==> config.mk <==
export PLATFORM = sky130hd
export DESIGN_NAME = period_timer
export DESIGN_NICKNAME = d
export VERILOG_FILES = /design/src/rtl/period_timer_pkg.sv /design/src/rtl/period_timer_regs.sv /design/src/rtl/period_timer_presc.sv /design/src/rtl/period_timer_core.sv /design/src/rtl/period_timer_flag.sv /design/src/rtl/period_timer.sv
export SDC_FILE = /design/constraint.sdc
export NUM_CORES = 1
export LEC_CHECK = 0
export ABC_CLOCK_PERIOD_IN_PS = 3120
export BUFFER_PORTS_ARGS = -buffer_cell sky130_fd_sc_hd__buf_2
export CAP_MARGIN = 5
export CORE_MARGIN = 1.5
export CORE_UTILIZATION = 59
export DETAILED_ROUTE_END_ITERATION = 10
export HOLD_SLACK_MARGIN = 0.05
export PLACE_DENSITY = 0.83
export SLEW_MARGIN = 0
export SYNTH_ARGS = -nofsm -noshare
export SYNTH_HDL_FRONTEND = slang
export SYNTH_SLANG_ARGS = --single-unit
==> constraint.sdc <==
create_clock -name clk_i -period 3.12 [get_ports clk_i]
set_input_delay 0.312 -clock clk_i [delete_from_list [all_inputs] [get_ports clk_i]]
set_output_delay 0.312 -clock clk_i [all_outputs]
set_load 0.01 [all_outputs]
==> src/rtl/period_timer_pkg.sv <==
package period_timer_pkg;
  localparam int unsigned ADDR_W   = 2;
  localparam int unsigned DATA_W   = 8;
  localparam int unsigned CTRL_W   = 4;
  localparam int unsigned IEN_W    = 4;
  localparam int unsigned SRC_W    = 2;
  localparam int unsigned RUN_BIT  = 2;
  localparam int unsigned IEN_BIT  = 2;
  localparam int unsigned GIE_BIT  = 0;
  localparam int unsigned PRE_DIV  = 3;

  localparam logic [ADDR_W-1:0] A_CTRL   = 2'd0;
  localparam logic [ADDR_W-1:0] A_RELOAD = 2'd1;
  localparam logic [ADDR_W-1:0] A_IEN    = 2'd2;
  localparam logic [ADDR_W-1:0] A_GIE    = 2'd3;

  localparam logic [SRC_W-1:0] SRC_INSTR = 2'b00;
endpackage

==> src/rtl/period_timer_regs.sv <==
module period_timer_regs
  import period_timer_pkg::*;
#(
  parameter int unsigned DW = DATA_W
) (
  input  logic              clk_i,
  input  logic              rst_ni,
  input  logic              wr_en_i,
  input  logic [ADDR_W-1:0] wr_addr_i,
  input  logic [DW-1:0]     wr_data_i,
  input  logic [ADDR_W-1:0] rd_addr_i,
  output logic [DW-1:0]     rd_data_o,
  output logic              run_o,
  output logic [SRC_W-1:0]  src_o,
  output logic [DW-1:0]     reload_o,
  output logic              ien_o,
  output logic              gie_o
);
  logic [CTRL_W-1:0] ctrl_q, ctrl_d;
  logic [DW-1:0]     rld_q, rld_d;
  logic [IEN_W-1:0]  ien_q, ien_d;
  logic              gie_q, gie_d;

  always_comb begin
    ctrl_d = ctrl_q;
    rld_d  = rld_q;
    ien_d  = ien_q;
    gie_d  = gie_q;
    if (wr_en_i) begin
      case (wr_addr_i)
        A_CTRL:   ctrl_d = wr_data_i[CTRL_W-1:0];
        A_RELOAD: rld_d  = wr_data_i;
        A_IEN:    ien_d  = wr_data_i[IEN_W-1:0];
        default:  gie_d  = wr_data_i[GIE_BIT];
      endcase
    end
  end

  always_ff @(posedge clk_i or negedge rst_ni) begin
    if (!rst_ni) begin
      ctrl_q <= '0;
      rld_q  <= '0;
      ien_q  <= '0;
      gie_q  <= 1'b0;
    end else if (wr_en_i) begin
      ctrl_q <= ctrl_d;
      rld_q  <= rld_d;
      ien_q  <= ien_d;
      gie_q  <= gie_d;
    end
  end

  always_comb begin
    rd_data_o = '0;
    case (rd_addr_i)
      A_CTRL:   rd_data_o[CTRL_W-1:0] = ctrl_q;
      A_RELOAD: rd_data_o             = rld_q;
      A_IEN:    rd_data_o[IEN_W-1:0]  = ien_q;
      default:  rd_data_o[GIE_BIT]    = gie_q;
    endcase
  end

  assign run_o    = ctrl_q[RUN_BIT];
  assign src_o    = ctrl_q[SRC_W-1:0];
  assign reload_o = rld_q;
  assign ien_o    = ien_q[IEN_BIT];
  assign gie_o    = gie_q;
endmodule

==> src/rtl/period_timer_presc.sv <==
module period_timer_presc
  import period_timer_pkg::*;
#(
  parameter int unsigned DIV = PRE_DIV
) (
  input  logic             clk_i,
  input  logic             rst_ni,
  input  logic             run_i,
  input  logic             load_i,
  input  logic [SRC_W-1:0] src_i,
  input  logic             ext_tick_i,
  output logic             tick_o
);
  localparam int unsigned PW = (DIV > 2) ? $clog2(DIV) : 1;
  localparam logic [PW-1:0] LAST = PW'(DIV - 1);

  logic [PW-1:0] psc_q, psc_d;
  logic          active;
  logic          div_tick;

  assign active   = run_i && !load_i;
  assign div_tick = (psc_q == LAST);

  always_comb begin
    if (!active)       psc_d = '0;
    else if (div_tick) psc_d = '0;
    else               psc_d = psc_q + PW'(1);
  end

  always_ff @(posedge clk_i or negedge rst_ni) begin
    if (!rst_ni) psc_q <= '0;
    else         psc_q <= psc_d;
  end

  assign tick_o = active && ((src_i == SRC_INSTR) ? div_tick : ext_tick_i);
endmodule

==> src/rtl/period_timer_core.sv <==
module period_timer_core #(
  parameter int unsigned W = 8
) (
  input  logic         clk_i,
  input  logic         rst_ni,
  input  logic         run_i,
  input  logic         tick_i,
  input  logic [W-1:0] reload_i,
  output logic         load_o,
  output logic         underflow_o,
  output logic [W-1:0] cnt_o
);
  logic         run_prev_q;
  logic [W-1:0] cnt_q, cnt_d;
  logic         cnt_en;

  assign load_o      = run_i && !run_prev_q;
  assign underflow_o = tick_i && (cnt_q == '0);
  assign cnt_en      = load_o || tick_i;

  always_comb begin
    if (load_o || underflow_o) cnt_d = reload_i;
    else                       cnt_d = cnt_q - W'(1);
  end

  always_ff @(posedge clk_i or negedge rst_ni) begin
    if (!rst_ni) run_prev_q <= 1'b0;
    else         run_prev_q <= run_i;
  end

  always_ff @(posedge clk_i or negedge rst_ni) begin
    if (!rst_ni)     cnt_q <= '0;
    else if (cnt_en) cnt_q <= cnt_d;
  end

  assign cnt_o = cnt_q;
endmodule

==> src/rtl/period_timer_flag.sv <==
module period_timer_flag (
  input  logic clk_i,
  input  logic rst_ni,
  input  logic set_i,
  input  logic clr_i,
  input  logic ien_i,
  input  logic gie_i,
  output logic flag_o,
  output logic irq_o
);
  logic flag_q, flag_d;

  always_comb begin
    flag_d = flag_q;
    if (set_i)      flag_d = 1'b1;
    else if (clr_i) flag_d = 1'b0;
  end

  always_ff @(posedge clk_i or negedge rst_ni) begin
    if (!rst_ni) flag_q <= 1'b0;
    else         flag_q <= flag_d;
  end

  assign flag_o = flag_q;
  assign irq_o  = flag_q && ien_i && gie_i;
endmodule

==> src/rtl/period_timer.sv <==
module period_timer
  import period_timer_pkg::*;
#(
  parameter int unsigned CNT_W = DATA_W,
  parameter int unsigned DIV   = PRE_DIV
) (
  input  logic              clk_i,
  input  logic              rst_ni,
  input  logic              wr_en_i,
  input  logic [ADDR_W-1:0] wr_addr_i,
  input  logic [CNT_W-1:0]  wr_data_i,
  input  logic [ADDR_W-1:0] rd_addr_i,
  output logic [CNT_W-1:0]  rd_data_o,
  input  logic              ext_tick_i,
  input  logic              tst_clr_i,
  output logic              tst_flag_o,
  output logic              irq_o
);
  logic             run;
  logic [SRC_W-1:0] src;
  logic [CNT_W-1:0] reload;
  logic             ien;
  logic             gie;
  logic             load;
  logic             tick;
  logic             underflow;
  logic [CNT_W-1:0] cnt;
  logic             flag;

  period_timer_regs #(.DW(CNT_W)) u_regs (
    .clk_i(clk_i), .rst_ni(rst_ni),
    .wr_en_i(wr_en_i), .wr_addr_i(wr_addr_i), .wr_data_i(wr_data_i),
    .rd_addr_i(rd_addr_i), .rd_data_o(rd_data_o),
    .run_o(run), .src_o(src), .reload_o(reload), .ien_o(ien), .gie_o(gie)
  );

  period_timer_presc #(.DIV(DIV)) u_presc (
    .clk_i(clk_i), .rst_ni(rst_ni), .run_i(run), .load_i(load),
    .src_i(src), .ext_tick_i(ext_tick_i), .tick_o(tick)
  );

  period_timer_core #(.W(CNT_W)) u_core (
    .clk_i(clk_i), .rst_ni(rst_ni), .run_i(run), .tick_i(tick),
    .reload_i(reload), .load_o(load), .underflow_o(underflow), .cnt_o(cnt)
  );

  period_timer_flag u_flag (
    .clk_i(clk_i), .rst_ni(rst_ni), .set_i(underflow), .clr_i(tst_clr_i),
    .ien_i(ien), .gie_i(gie), .flag_o(flag), .irq_o(irq_o)
  );

  assign tst_flag_o = flag;
endmodule

==> results by group, run 1 <==
Setup path
  – Required @ worst endpoint: 3.33 ns
  – Critical Path Source Type: register
  – Reg-to-reg endpoint: u_core.cnt_o[3]
  – Worst reg2reg path depth: 6
  – Slowest Stage Delay on Critical Path: 0.52 ns
  – Delay-heaviest family, CP: compound AO/OA/AOI/OAI gates
  – Reg2Reg Setup Slack: 1.05 ns
  – Worst Setup Path Type: reg -> reg
  – Reg2Reg Launch Point: u_core.cnt_o[0]
  – Crit path buf inv count: 1
  – Element type at the critical path end: register
  – Slowest-stage cell, CP: or3b_2
  – CP cell instances: inv_1 > ha_1 > or3b_2 > a211oi_2 > o21ai_2 > o221a_1
  – Arrival @ worst endpoint: 2.28 ns
  – Max FO, Critical Path: 6
  – Critical Path Stages: 6

Layout
  – Ratio of cells with drive above 1 in the final layout: 25.9%
  – Final antenna diode count: 0
  – Layout Area Growth over Synthesis: 10.9%
  – FILL cells: 202
  – Fin area: 1810 µm²
  – Nets@finish: 194

Worst hold path
  – Hold crit path type: in -> reg
  – Hold EP: u_flag.flag_o
  – Hold Path Origin: tst_clr_i
  – Hold Path Stages: 2

Die
  – Initial Utilization: 64.0%
  – Core area: 2540 µm²
  – Die area: 3090 µm²
  – I/O pins: 27
  – Die Ht: 55.5 µm
  – Die X: 55.5 µm
  – Num rows: 18

STA
  – Final Hold Viols: 0
  – Tcrit/Tclk final: 66.2%
  – Setup violators final: 0
  – Tmin final: 2.07 ns
  – Fin. max-slew vios: 0
  – Actual slew at the worst max-slew pin: 0.810 ns
  – RSZ-0062 raised after global routing: false
  – Setup ws final: 1.05 ns
  – Clock skew: 0.0101 ns
  – Worst hold slack: 0.177 ns
  – Setup TNS: 0 ns
  – Max-Slew Margin vs Limit: 45.9%
  – Max Clock Freq: 484 MHz

Power
  – Switching pwr: 0.457 mW
  – Comb pwr share: 34.1%
  – Pwr/cell area: 654 nW/µm²
  – Switching share of power: 38.7%
  – Pleak: 0.790 nW
  – VDD IR-drop max: 0.000462 V
  – Internal Pwr Total: 0.725 mW
  – Tot Pwr: 1.18 mW
  – Power share of the clock group: 16.9%
  – Sequential share of power: 48.9%

Detailed routing
  – DR WL/cell: 17.4 µm
  – Final WL: 3560 µm
  – Starting DRT DRC Count: 82
  – Vias: 1283
  – DR vias/cell: 6.29
  – # DRC: 0
  – DRT Pass-1 Iters: 4
  – Final ANT Viol Nets: 0

Synth
  – Top post-synthesis cells by area: dfrtp_1, mux2_1, mux2i_1
  – Fraction of registers with async set/reset: 100%
  – Seq cells post-synth: 29
  – Library cells used by synthesis: 45
  – Seq/Total Area, Yosys: 44.5%
  – Synthesized instance count: 146
  – Top-area cell type share of the netlist area: 44.5%
  – Yosys top cell by area: dfrtp_1
  – Synth Flop Type: dfrtp_1
  – Post-synth EDFFs: 0
  – Average size of a mapped cell: 11.2 µm²
  – Post-synthesis net count: 165
  – Synthesis warning total: 0
  – Synthesized area: 1630 µm²

Clock tree
  – Hold-fix buffers at CTS: 1
  – Cts repair resizes: 0
  – CTS clock-pin slew for the worst setup and hold paths: 0.09 ns
  – CTS max path bufs: 2
  – Worst-skew pair later-pin latency: 0.32 ns
  – CTS Sinks: 29
  – Post-CTS setup buffer count: 0
  – Root buffer cell: clkbuf_4
  – H-tree levels: 2
  – CTS tree: yes
  – CTS buffer count: 5

Place
  – Buffers on Ports: 26
  – Dpl cell area: 1750 µm²
  – Placer congestion estimate: 0.907
  – Post-DP HPWL: 2720 µm
  – Placement Setup Slack: 1.09 ns

Global routing
  – GR Overflow Total: 0
  – Vias in the first global route: 1256
  – All-layer global routing usage: 24.8%
  – Largest net degree at the start of global routing: 30
  – Initial antenna violation count: 0
  – First-pass GRT wire length: 5890 µm

Outcome
  – Outcome: finished clean

Flow run
  – Max-cap viol count: 0
logic make-up (layout without fill, tap and decap cells):
| group | Yosys count | count (layout) | share of synthesized area, % |
|---|---|---|---|
| mux | 22 | 22 | 15.5 |
| fa+ha+maj | 2 | 2 | 1.54 |
| compound gates | 35 | 35 | 17.0 |
| flops | 29 | 29 | 44.5 |
| simple gates | 47 | 47 | 17.4 |
| buf+inv | 11 | 39 | 3.99 |
flip-flops by register name, summed over array words and instances, names as in the netlist:
signal,flops
u_regs.gie_o,1
u_core.cnt_o,8
u_flag.flag_o,1
u_presc.psc_q,2
u_regs.reload_o,8
u_core.run_prev_q,1
u_regs.ctrl_q,4
u_regs.ien_q,4
Yosys cell counts (3+ instances only):
| master | n |
|---|---|
| a21oi_1 | 6 |
| buf_6 | 3 |
| inv_1 | 6 |
| nand2_1 | 8 |
| a211oi_2 | 3 |
| nand3_1 | 6 |
| mux2_1 | 15 |
| and2_1 | 4 |
| o22ai_1 | 4 |
| mux2i_1 | 5 |
| o21ai_1 | 6 |
| a211oi_1 | 3 |
| dfrtp_1 | 29 |
| nor3b_1 | 5 |
| nor2_1 | 6 |
how the worst max path moves through the flow:
stage,startpoint,slack (ns),end
2_1_floorplan,u_core.cnt_o[0],1.28,u_core.cnt_o[2]
3_3_place_gp,u_core.cnt_o[0],1.18,u_core.cnt_o[3]
3_5_place_dp,u_core.cnt_o[0],1.09,u_core.cnt_o[3]
4_1_cts,u_core.cnt_o[0],1.08,u_core.cnt_o[3]
5_1_grt,u_core.cnt_o[0],1.02,u_core.cnt_o[3]
6_report,u_core.cnt_o[0],1.05,u_core.cnt_o[3]
cell usage in the layout (no fill, tap or decap), types with 2 or more instances in the layout:
cell	Yosys	layout
nand2_1	8	8
nor2_1	6	6
nor3_1	2	2
o22ai_1	4	4
and2_1	4	4
nor3b_1	5	5
or3_1	2	2
a21oi_1	6	6
mux2_1	15	15
ha_1	2	2
dfrtp_1	29	29
o221a_1	2	2
inv_1	6	6
nand3b_1	2	2
a211oi_1	3	3
o21ai_1	6	6
o21ai_2	2	2
mux2i_1	5	5
clkbuf_4	0	5
nand3_1	6	6
buf_2	1	26
nor2b_1	2	2
a211oi_2	3	3
per-layer routing:
metal	up-vias	GRT usage [%]	part of all wire, %	routed length [µm]
met5	-	0	0	0
met4	0	8.71	2.4	87
met1	615	32.8	43	1530
met3	11	6.56	8.0	284
li1	604	-	-	-
met2	53	39.3	47	1660
power by group through the flow:
| stage | clock network, mW | registers [mW] | logic [mW] |
|---|---|---|---|
| 2_1_floorplan | 0 | 0.538 | 0.321 |
| 3_3_place_gp | 0 | 0.575 | 0.383 |
| 3_5_place_dp | 0 | 0.583 | 0.398 |
| 4_1_cts | 0.204 | 0.575 | 0.400 |
| 5_1_grt | 0.216 | 0.590 | 0.442 |
| 6_report | 0.200 | 0.579 | 0.404 |
stage by stage:
stage / instances / utilization (%)
finish: 204 / 71.0
floorplan: 146 / -
detailed placement: 197 / 68.9
CTS: 204 / 71.0
global placement: 197 / 68.9
global route: 204 / 71.0
layout make-up:
class	count	area, µm²	area share (%)
tap	30	37.5	2.08
clock buffer	5	37.5	2.08
timing repair buffer	27	140	7.76
clock inverter	1	5.00	0.277
sequential	29	726	40.2
inverter	6	22.5	1.25
multi-input combinational	106	838	46.4
No activity file was read; power rests on OpenSTA's default activity.
==> inputs of run 2 (changes only) <==
--- a/config.mk
+++ b/config.mk
@@ -5,14 +5,14 @@
 export SDC_FILE = /design/constraint.sdc
 export NUM_CORES = 1
 export LEC_CHECK = 0
-export ABC_CLOCK_PERIOD_IN_PS = 3120
+export ABC_CLOCK_PERIOD_IN_PS = 1700
 export BUFFER_PORTS_ARGS = -buffer_cell sky130_fd_sc_hd__buf_2
 export CAP_MARGIN = 5
 export CORE_MARGIN = 1.5
-export CORE_UTILIZATION = 59
+export CORE_UTILIZATION = 50
 export DETAILED_ROUTE_END_ITERATION = 10
 export HOLD_SLACK_MARGIN = 0.05
-export PLACE_DENSITY = 0.83
+export PLACE_DENSITY = 0.75
 export SLEW_MARGIN = 0
 export SYNTH_ARGS = -nofsm -noshare
 export SYNTH_HDL_FRONTEND = slang
==> constraint.sdc (replaced) <==
create_clock -name clk_i -period 1.7 [get_ports clk_i]
set_input_delay 0.17 -clock clk_i [delete_from_list [all_inputs] [get_ports clk_i]]
set_output_delay 0.17 -clock clk_i [all_outputs]
set_load 0.01 [all_outputs]
==> run 2 against run 1 <==
Effect of this change:
- the run now ends with setup timing left
- first-iteration DRC count is 7.3% higher
- sequential cell count did not move
- worst hold slack got worse by 0.11 ns
- die area rose by 17%
- final cell count up 21%
- clock skew about the same
- via count increased by 9.6%
- routed wire length increased by 18%
- design area grew 16%
- maximum frequency up 14%
- critical endpoint unchanged
- largest power group is now combinational cells
==> results by group, run 2 (synthesis gave the netlist of run 1 again) <==
Detailed routing
  – DR vias/cell: 5.72 (was 6.29)
  – Starting DRT DRC Count: 88 (was 82)
  – DRT Pass-1 Iters: 4 (unchanged)
  – Final WL: 4180 µm (was 3560 µm)
  – DR WL/cell: 17.0 µm (was 17.4 µm)
  – Final ANT Viol Nets: 0 (unchanged)
  – Vias: 1406 (was 1283)
  – # DRC: 0 (unchanged)

Clock tree
  – H-tree levels: 2 (unchanged)
  – Worst-skew pair later-pin latency: 0.34 ns (was 0.32 ns)
  – CTS tree: yes (unchanged)
  – CTS Sinks: 29 (unchanged)
  – Root buffer cell: clkbuf_4 (unchanged)
  – CTS buffer count: 5 (unchanged)
  – CTS max path bufs: 2 (unchanged)
  – CTS clock-pin slew for the worst setup and hold paths: 0.10 ns (was 0.09 ns)

Setup path
  – Element type at the critical path end: register (unchanged)
  – Arrival @ worst endpoint: 2.05 ns (was 2.28 ns)
  – Reg-to-reg endpoint: u_core.cnt_o[3] (unchanged)
  – Reg2Reg Setup Slack: -0.12 ns (was 1.05 ns)
  – Required @ worst endpoint: 1.93 ns (was 3.33 ns)
  – Worst Setup Path Type: reg -> reg (unchanged)
  – Max FO, Critical Path: 6 (unchanged)
  – Worst reg2reg path depth: 4 (was 6)
  – Critical Path Source Type: register (unchanged)
  – Reg2Reg Launch Point: u_regs.ctrl_q[1] (was u_core.cnt_o[0])

Global routing
  – All-layer global routing usage: 27.3% (was 24.8%)
  – Initial antenna violation count: 0 (unchanged)
  – Vias in the first global route: 1470 (was 1256)
  – First-pass GRT wire length: 7090 µm (was 5890 µm)
  – GR Overflow Total: 0 (unchanged)
  – Largest net degree at the start of global routing: 30 (unchanged)

Place
  – Post-DP HPWL: 3160 µm (was 2720 µm)
  – Placer congestion estimate: 0.924 (was 0.907)
  – Placement Setup Slack: -0.116 ns (was 1.09 ns)
  – Buffers on Ports: 26 (unchanged)

Layout
  – Most frequent cells in the layout: dfrtp_1, buf_2, buf_4 (was dfrtp_1, buf_2, mux2_1)
  – Final antenna diode count: 0 (unchanged)
  – Ratio of cells with drive above 1 in the final layout: 39.1% (was 25.9%)
  – Commonest non-fill, non-tap cell in the layout: dfrtp_1 (unchanged)
  – Layout Area Growth over Synthesis: 29.0% (was 10.9%)
  – Nets@finish: 220 (was 194)
  – FILL cells: 237 (was 202)

Die
  – Die area: 3610 µm² (was 3090 µm²)
  – Die X: 60.1 µm (was 55.5 µm)
  – Core area: 3080 µm² (was 2540 µm²)
  – Die Ht: 60.1 µm (was 55.5 µm)
  – Num rows: 20 (was 18)
  – I/O pins: 27 (unchanged)
  – Initial Utilization: 52.9% (was 64.0%)

Power
  – Pwr/cell area: 1240 nW/µm² (was 654 nW/µm²)
  – Tot Pwr: 2.60 mW (was 1.18 mW)
  – Pleak: 0.931 nW (was 0.790 nW)
  – VDD IR-drop max: 0.000654 V (was 0.000462 V)

STA
  – RSZ-0062 raised after global routing: true (was false)
  – Max-Slew Margin vs Limit: 57.4% (was 45.9%)
  – Actual slew at the worst max-slew pin: 0.639 ns (was 0.810 ns)
  – Final Hold Viols: 0 (unchanged)
  – Setup TNS: -0.720 ns (was 0 ns)
  – Tcrit/Tclk final: 107% (was 66.2%)
  – Fin. max-slew vios: 0 (unchanged)
  – Tmin final: 1.82 ns (was 2.07 ns)
  – Setup ws final: -0.120 ns (was 1.05 ns)
  – Max Clock Freq: 549 MHz (was 484 MHz)
  – Clock skew: 0.00977 ns (was 0.0101 ns)
  – Setup violators final: 8 (was 0)

Worst hold path
  – Hold EP: u_regs.reload_o[4] (was u_flag.flag_o)
  – Hold Path Origin: wr_data_i[4] (was tst_clr_i)
  – Hold crit path type: in -> reg (unchanged)
  – Hold Path Stages: 2 (unchanged)

Outcome
  – Outcome: finished, violations left (was finished clean)
  – Failing checks: setup timing

Flow run
  – Max-cap viol count: 0 (unchanged)
-- run 2: cell count changes in the layout (fill, tap and decap cells not counted), sizes merged --
cell,change
dlygate4sd3,+3
clkinv,+1
clkinvlp,+1
buf,+23
-- run 2: metal layers --
metal | part of all wire (%) | global-route usage (%) | vias to the layer above
li1 | - | - | 662
met1 | 44 | 35.8 | 688
met2 | 49 | 43.2 | 45
met3 | 5.1 | 6.71 | 11
met4 | 2.0 | 11.1 | 0
met5 | 0 | 0 | -
-- run 2: repair_timing --
action                                  4_1_cts  5_1_grt
endpoints found under the setup margin        9        9
setup buffers                                 0        1
gates resized for setup                       3        6
pin swaps                                     4        0
hold endpoints to repair                     32        0
hold buffers                                  4        0
-- run 2: layout make-up --
type	instances	area [µm²]	share of cell area, %
clock inverters	3	17.5	0.833
repair buffers	53	343	16.3
inverters	6	22.5	1.07
well taps	44	55.1	2.62
clock buffers	5	37.5	1.79
multi-input cells	106	901	42.9
flip-flops and latches	29	726	34.5
-- run 2: report_power, final --
part	leakage [nW]	total (mW)	internal (mW)	switching [mW]
Sequential	0.355	0.997	0.850	0.147
Combinational	0.545	1.18	0.593	0.586
Clock	0.0310	0.421	0.156	0.265
-- run 2: through the flow --
stage / instance area (µm²) / cells / utilization [%] / hold slack, ns
after floorplan: 1650 / 146 / - / -0.126
after global placement: 1960 / 233 / 63.6 / 0.232
after detailed placement: 1960 / 233 / 63.6 / 0.237
after CTS: 2070 / 245 / 67.2 / 0.0659
after global routing: 2100 / 246 / 68.3 / 0.0696
final: 2100 / 246 / 68.3 / 0.0655
-- run 2: worst max path at each step --
stage | from | endpoint | slack [ns]
floorplan | u_regs.ctrl_q[0] | u_core.cnt_o[2] | -0.08
global placement | u_core.cnt_o[0] | u_core.cnt_o[2] | -0.06
detailed placement | u_core.cnt_o[0] | u_core.cnt_o[4] | -0.12
CTS | u_regs.ctrl_q[1] | u_core.cnt_o[0] | -0.12
global route | u_regs.ctrl_q[1] | u_core.cnt_o[1] | -0.18
finish | u_regs.ctrl_q[1] | u_core.cnt_o[3] | -0.12
-- run 2: critical path: stages (launching register included) --
cell and delay, ns:
dfrtp_1 0.40, or4b_4 0.61, a211oi_4 0.33, o21ai_4 0.12
o221a_1 0.26
==> inputs of run 3 (changes only) <==
--- a/config.mk
+++ b/config.mk
@@ -5,14 +5,14 @@
 export SDC_FILE = /design/constraint.sdc
 export NUM_CORES = 1
 export LEC_CHECK = 0
-export ABC_CLOCK_PERIOD_IN_PS = 1700
+export ABC_CLOCK_PERIOD_IN_PS = 1770
 export BUFFER_PORTS_ARGS = -buffer_cell sky130_fd_sc_hd__buf_2
 export CAP_MARGIN = 5
 export CORE_MARGIN = 1.5
-export CORE_UTILIZATION = 50
+export CORE_UTILIZATION = 55
 export DETAILED_ROUTE_END_ITERATION = 10
 export HOLD_SLACK_MARGIN = 0.05
-export PLACE_DENSITY = 0.75
+export PLACE_DENSITY = 0.78
 export SLEW_MARGIN = 0
 export SYNTH_ARGS = -nofsm -noshare
 export SYNTH_HDL_FRONTEND = slang
==> constraint.sdc (replaced) <==
create_clock -name clk_i -period 1.77 [get_ports clk_i]
set_input_delay 0.177 -clock clk_i [delete_from_list [all_inputs] [get_ports clk_i]]
set_output_delay 0.177 -clock clk_i [all_outputs]
set_load 0.01 [all_outputs]
==> run 3 against run 2 <==
Effect of this change:
- the flow still finishes with violations (setup timing)
- register-to-register slack improved by 0.09 ns
- clock skew fell by 0.0022 ns
- setup slack improved by 0.094 ns
- critical path depth rose by 1
- critical endpoint is now u_core.cnt_o[7]
- largest power group unchanged
==> results by group, run 3 (synthesis gave the netlist of run 1 again) <==
Layout
  – Layout Utilization: 71.7% (was 68.3%)
  – Most frequent cells in the layout: dfrtp_1, buf_2, buf_4 (unchanged)
  – Layout Area Growth over Synthesis: 22.5% (was 29.0%)
  – Ratio of cells with drive above 1 in the final layout: 37.5% (was 39.1%)
  – FILL cells: 204 (was 237)
  – Nets@finish: 212 (was 220)
  – Cell Count, Final, Fillers Out: 223 (was 246)
  – Commonest non-fill, non-tap cell in the layout: dfrtp_1 (unchanged)
  – Final antenna diode count: 0 (unchanged)

STA
  – Tcrit/Tclk final: 101% (was 107%)
  – Setup violators final: 5 (was 8)
  – Tmin final: 1.80 ns (was 1.82 ns)
  – Setup TNS: -0.0857 ns (was -0.720 ns)
  – Max Clock Freq: 557 MHz (was 549 MHz)
  – Max-Slew Margin vs Limit: 57.7% (was 57.4%)
  – Clock skew: 0.00758 ns (was 0.00977 ns)
  – Actual slew at the worst max-slew pin: 0.634 ns (was 0.639 ns)
  – Setup ws final: -0.0265 ns (was -0.120 ns)
  – Fin. max-slew vios: 0 (unchanged)
  – RSZ-0062 raised after global routing: true (unchanged)
  – Final Hold Viols: 0 (unchanged)

Place
  – Buffers on Ports: 26 (unchanged)
  – Placement Setup Slack: -0.0360 ns (was -0.116 ns)
  – Placer congestion estimate: 0.926 (was 0.924)
  – Post-DP HPWL: 3030 µm (was 3160 µm)
  – Placed cell count: 216 (was 233)

Detailed routing
  – # DRC: 0 (unchanged)
  – DR WL/cell: 18.0 µm (was 17.0 µm)
  – Vias: 1368 (was 1406)
  – DR vias/cell: 6.13 (was 5.72)
  – Final ANT Viol Nets: 0 (unchanged)
  – Final WL: 4020 µm (was 4180 µm)
  – DRT Pass-1 Iters: 4 (unchanged)
  – Starting DRT DRC Count: 55 (was 88)

Clock tree
  – CTS Sinks: 29 (unchanged)
  – CTS max path bufs: 2 (unchanged)
  – Post-CTS setup buffer count: 0 (unchanged)
  – H-tree levels: 2 (unchanged)
  – CTS buffer count: 5 (unchanged)
  – Root buffer cell: clkbuf_4 (unchanged)
  – CTS clock-pin slew for the worst setup and hold paths: 0.08 ns (was 0.10 ns)
  – Worst-skew pair later-pin latency: 0.33 ns (was 0.34 ns)
  – CTS tree: yes (unchanged)

Power
  – Pleak: 0.885 nW (was 0.931 nW)
  – Pwr/cell area: 1200 nW/µm² (was 1240 nW/µm²)
  – Switching share of power: 38.1% (was 38.4%)
  – Internal Pwr Total: 1.48 mW (was 1.60 mW)
  – Switching pwr: 0.912 mW (was 0.998 mW)
  – VDD IR-drop max: 0.00100 V (was 0.000654 V)
  – Sequential share of power: 39.8% (was 38.4%)
  – Power share of the clock group: 14.9% (was 16.2%)
  – Comb pwr share: 45.3% (was 45.4%)

Outcome
  – Outcome: finished, violations left (unchanged)
  – Failing checks: setup timing (unchanged)

Die
  – Num rows: 19 (was 20)
  – I/O pins: 27 (unchanged)
  – Die X: 57.4 µm (was 60.1 µm)
  – Die area: 3300 µm² (was 3610 µm²)
  – Die Ht: 57.4 µm (was 60.1 µm)
  – Initial Utilization: 58.6% (was 52.9%)
  – Core area: 2780 µm² (was 3080 µm²)

Global routing
  – All-layer global routing usage: 28.3% (was 27.3%)
  – GR Overflow Total: 0 (unchanged)
  – Initial antenna violation count: 0 (unchanged)
  – Largest net degree at the start of global routing: 30 (unchanged)
  – First-pass GRT wire length: 6960 µm (was 7090 µm)
  – Vias in the first global route: 1487 (was 1470)

Setup path
  – CP cell instances: or4b_4 > a211oi_4 > buf_4 > o211a_1 > a211oi_2 (was or4b_4 > a211oi_4 > o21ai_4 > o221a_1)
  – Worst Setup Path Type: reg -> reg (unchanged)
  – Required @ worst endpoint: 1.97 ns (was 1.93 ns)
  – Critical Path Source Type: register (unchanged)
  – Slowest-stage cell, CP: or4b_4 (unchanged)
  – Slowest Stage Delay on Critical Path: 0.61 ns (about the same)
  – Element type at the critical path end: register (unchanged)
  – Arrival @ worst endpoint: 2.00 ns (was 2.05 ns)
  – Max FO, Critical Path: 6 (unchanged)

Flow run
  – Max-cap viol count: 0 (unchanged)

Worst hold path
  – Hold crit path type: in -> reg (unchanged)
## run 3: path summary, 6_finish.rpt
check | startpoint | endpoint | slack (ns) | cells after the start
worst max-delay path | u_regs.ctrl_q[1] | u_core.cnt_o[7] | -0.03 | 5
worst min-delay path | wr_data_i[7] | u_regs.reload_o[7] | 0.06 | 2
worst max register to register | u_regs.ctrl_q[1] | u_core.cnt_o[7] | -0.03 | 5
worst min register to register | u_presc.psc_q[0] | u_presc.psc_q[0] | 0.47 | 1
max in group asynchronous | rst_ni | u_regs.reload_o[7] | 0.95 | 2
min in group asynchronous | rst_ni | u_core.cnt_o[1] | 0.40 | 2
## run 3: layout make-up
type	instances	area (µm²)	area share, %
Multi-Input combinational cell	106	891	44.6
Sequential cell	29	726	36.4
Timing Repair Buffer	45	275	13.8
Tap cell	31	38.8	1.94
Clock buffer	5	37.5	1.88
Inverter	6	22.5	1.13
Clock inverter	1	5.00	0.251
## run 3: what timing repair did
item	in CTS	in global routing
endpoints found under the setup margin	7	8
gates resized for setup	6	4
pin swaps	3	3
hold buffers	1	0
endpoints found under the hold margin	29	0
## run 3: routing by layer
| metal | wire length (µm) | part of all wire (%) | global-route usage, % | vias up |
|---|---|---|---|---|
| met5 | 0 | 0 | 0 | - |
| met4 | 108 | 2.7 | 15.3 | 0 |
| met3 | 255 | 6.3 | 7.71 | 14 |
| met2 | 1960 | 49 | 45.0 | 59 |
| met1 | 1700 | 42 | 35.1 | 652 |
| li1 | - | - | - | 643 |
## run 3: critical path: cells and delay by family (launching register included)
family | cells | cell delay [ns]
compound gates | 3 | 0.50
simple gates | 1 | 0.61
flops | 1 | 0.39
buf+inv | 1 | 0.17
## run 3: per-stage QoR
stage	power, mW	instance area (µm²)	hold slack [ns]
after global routing	2.54	2000	0.0656
after detailed placement	1.96	1900	0.233
after CTS	2.36	1980	0.0507
final	2.40	2000	0.0620
after floorplan	1.55	1640	-0.119
after global placement	1.92	1900	0.222
## run 3: power by group through the flow
stage / sequential, mW / clock (mW) / combinational [mW]
3_3_place_gp: 0.946 / 0 / 0.978
4_1_cts: 0.948 / 0.363 / 1.04
5_1_grt: 0.974 / 0.378 / 1.19
3_5_place_dp: 0.955 / 0 / 1.01
2_1_floorplan: 0.951 / 0 / 0.594
6_report: 0.955 / 0.356 / 1.09
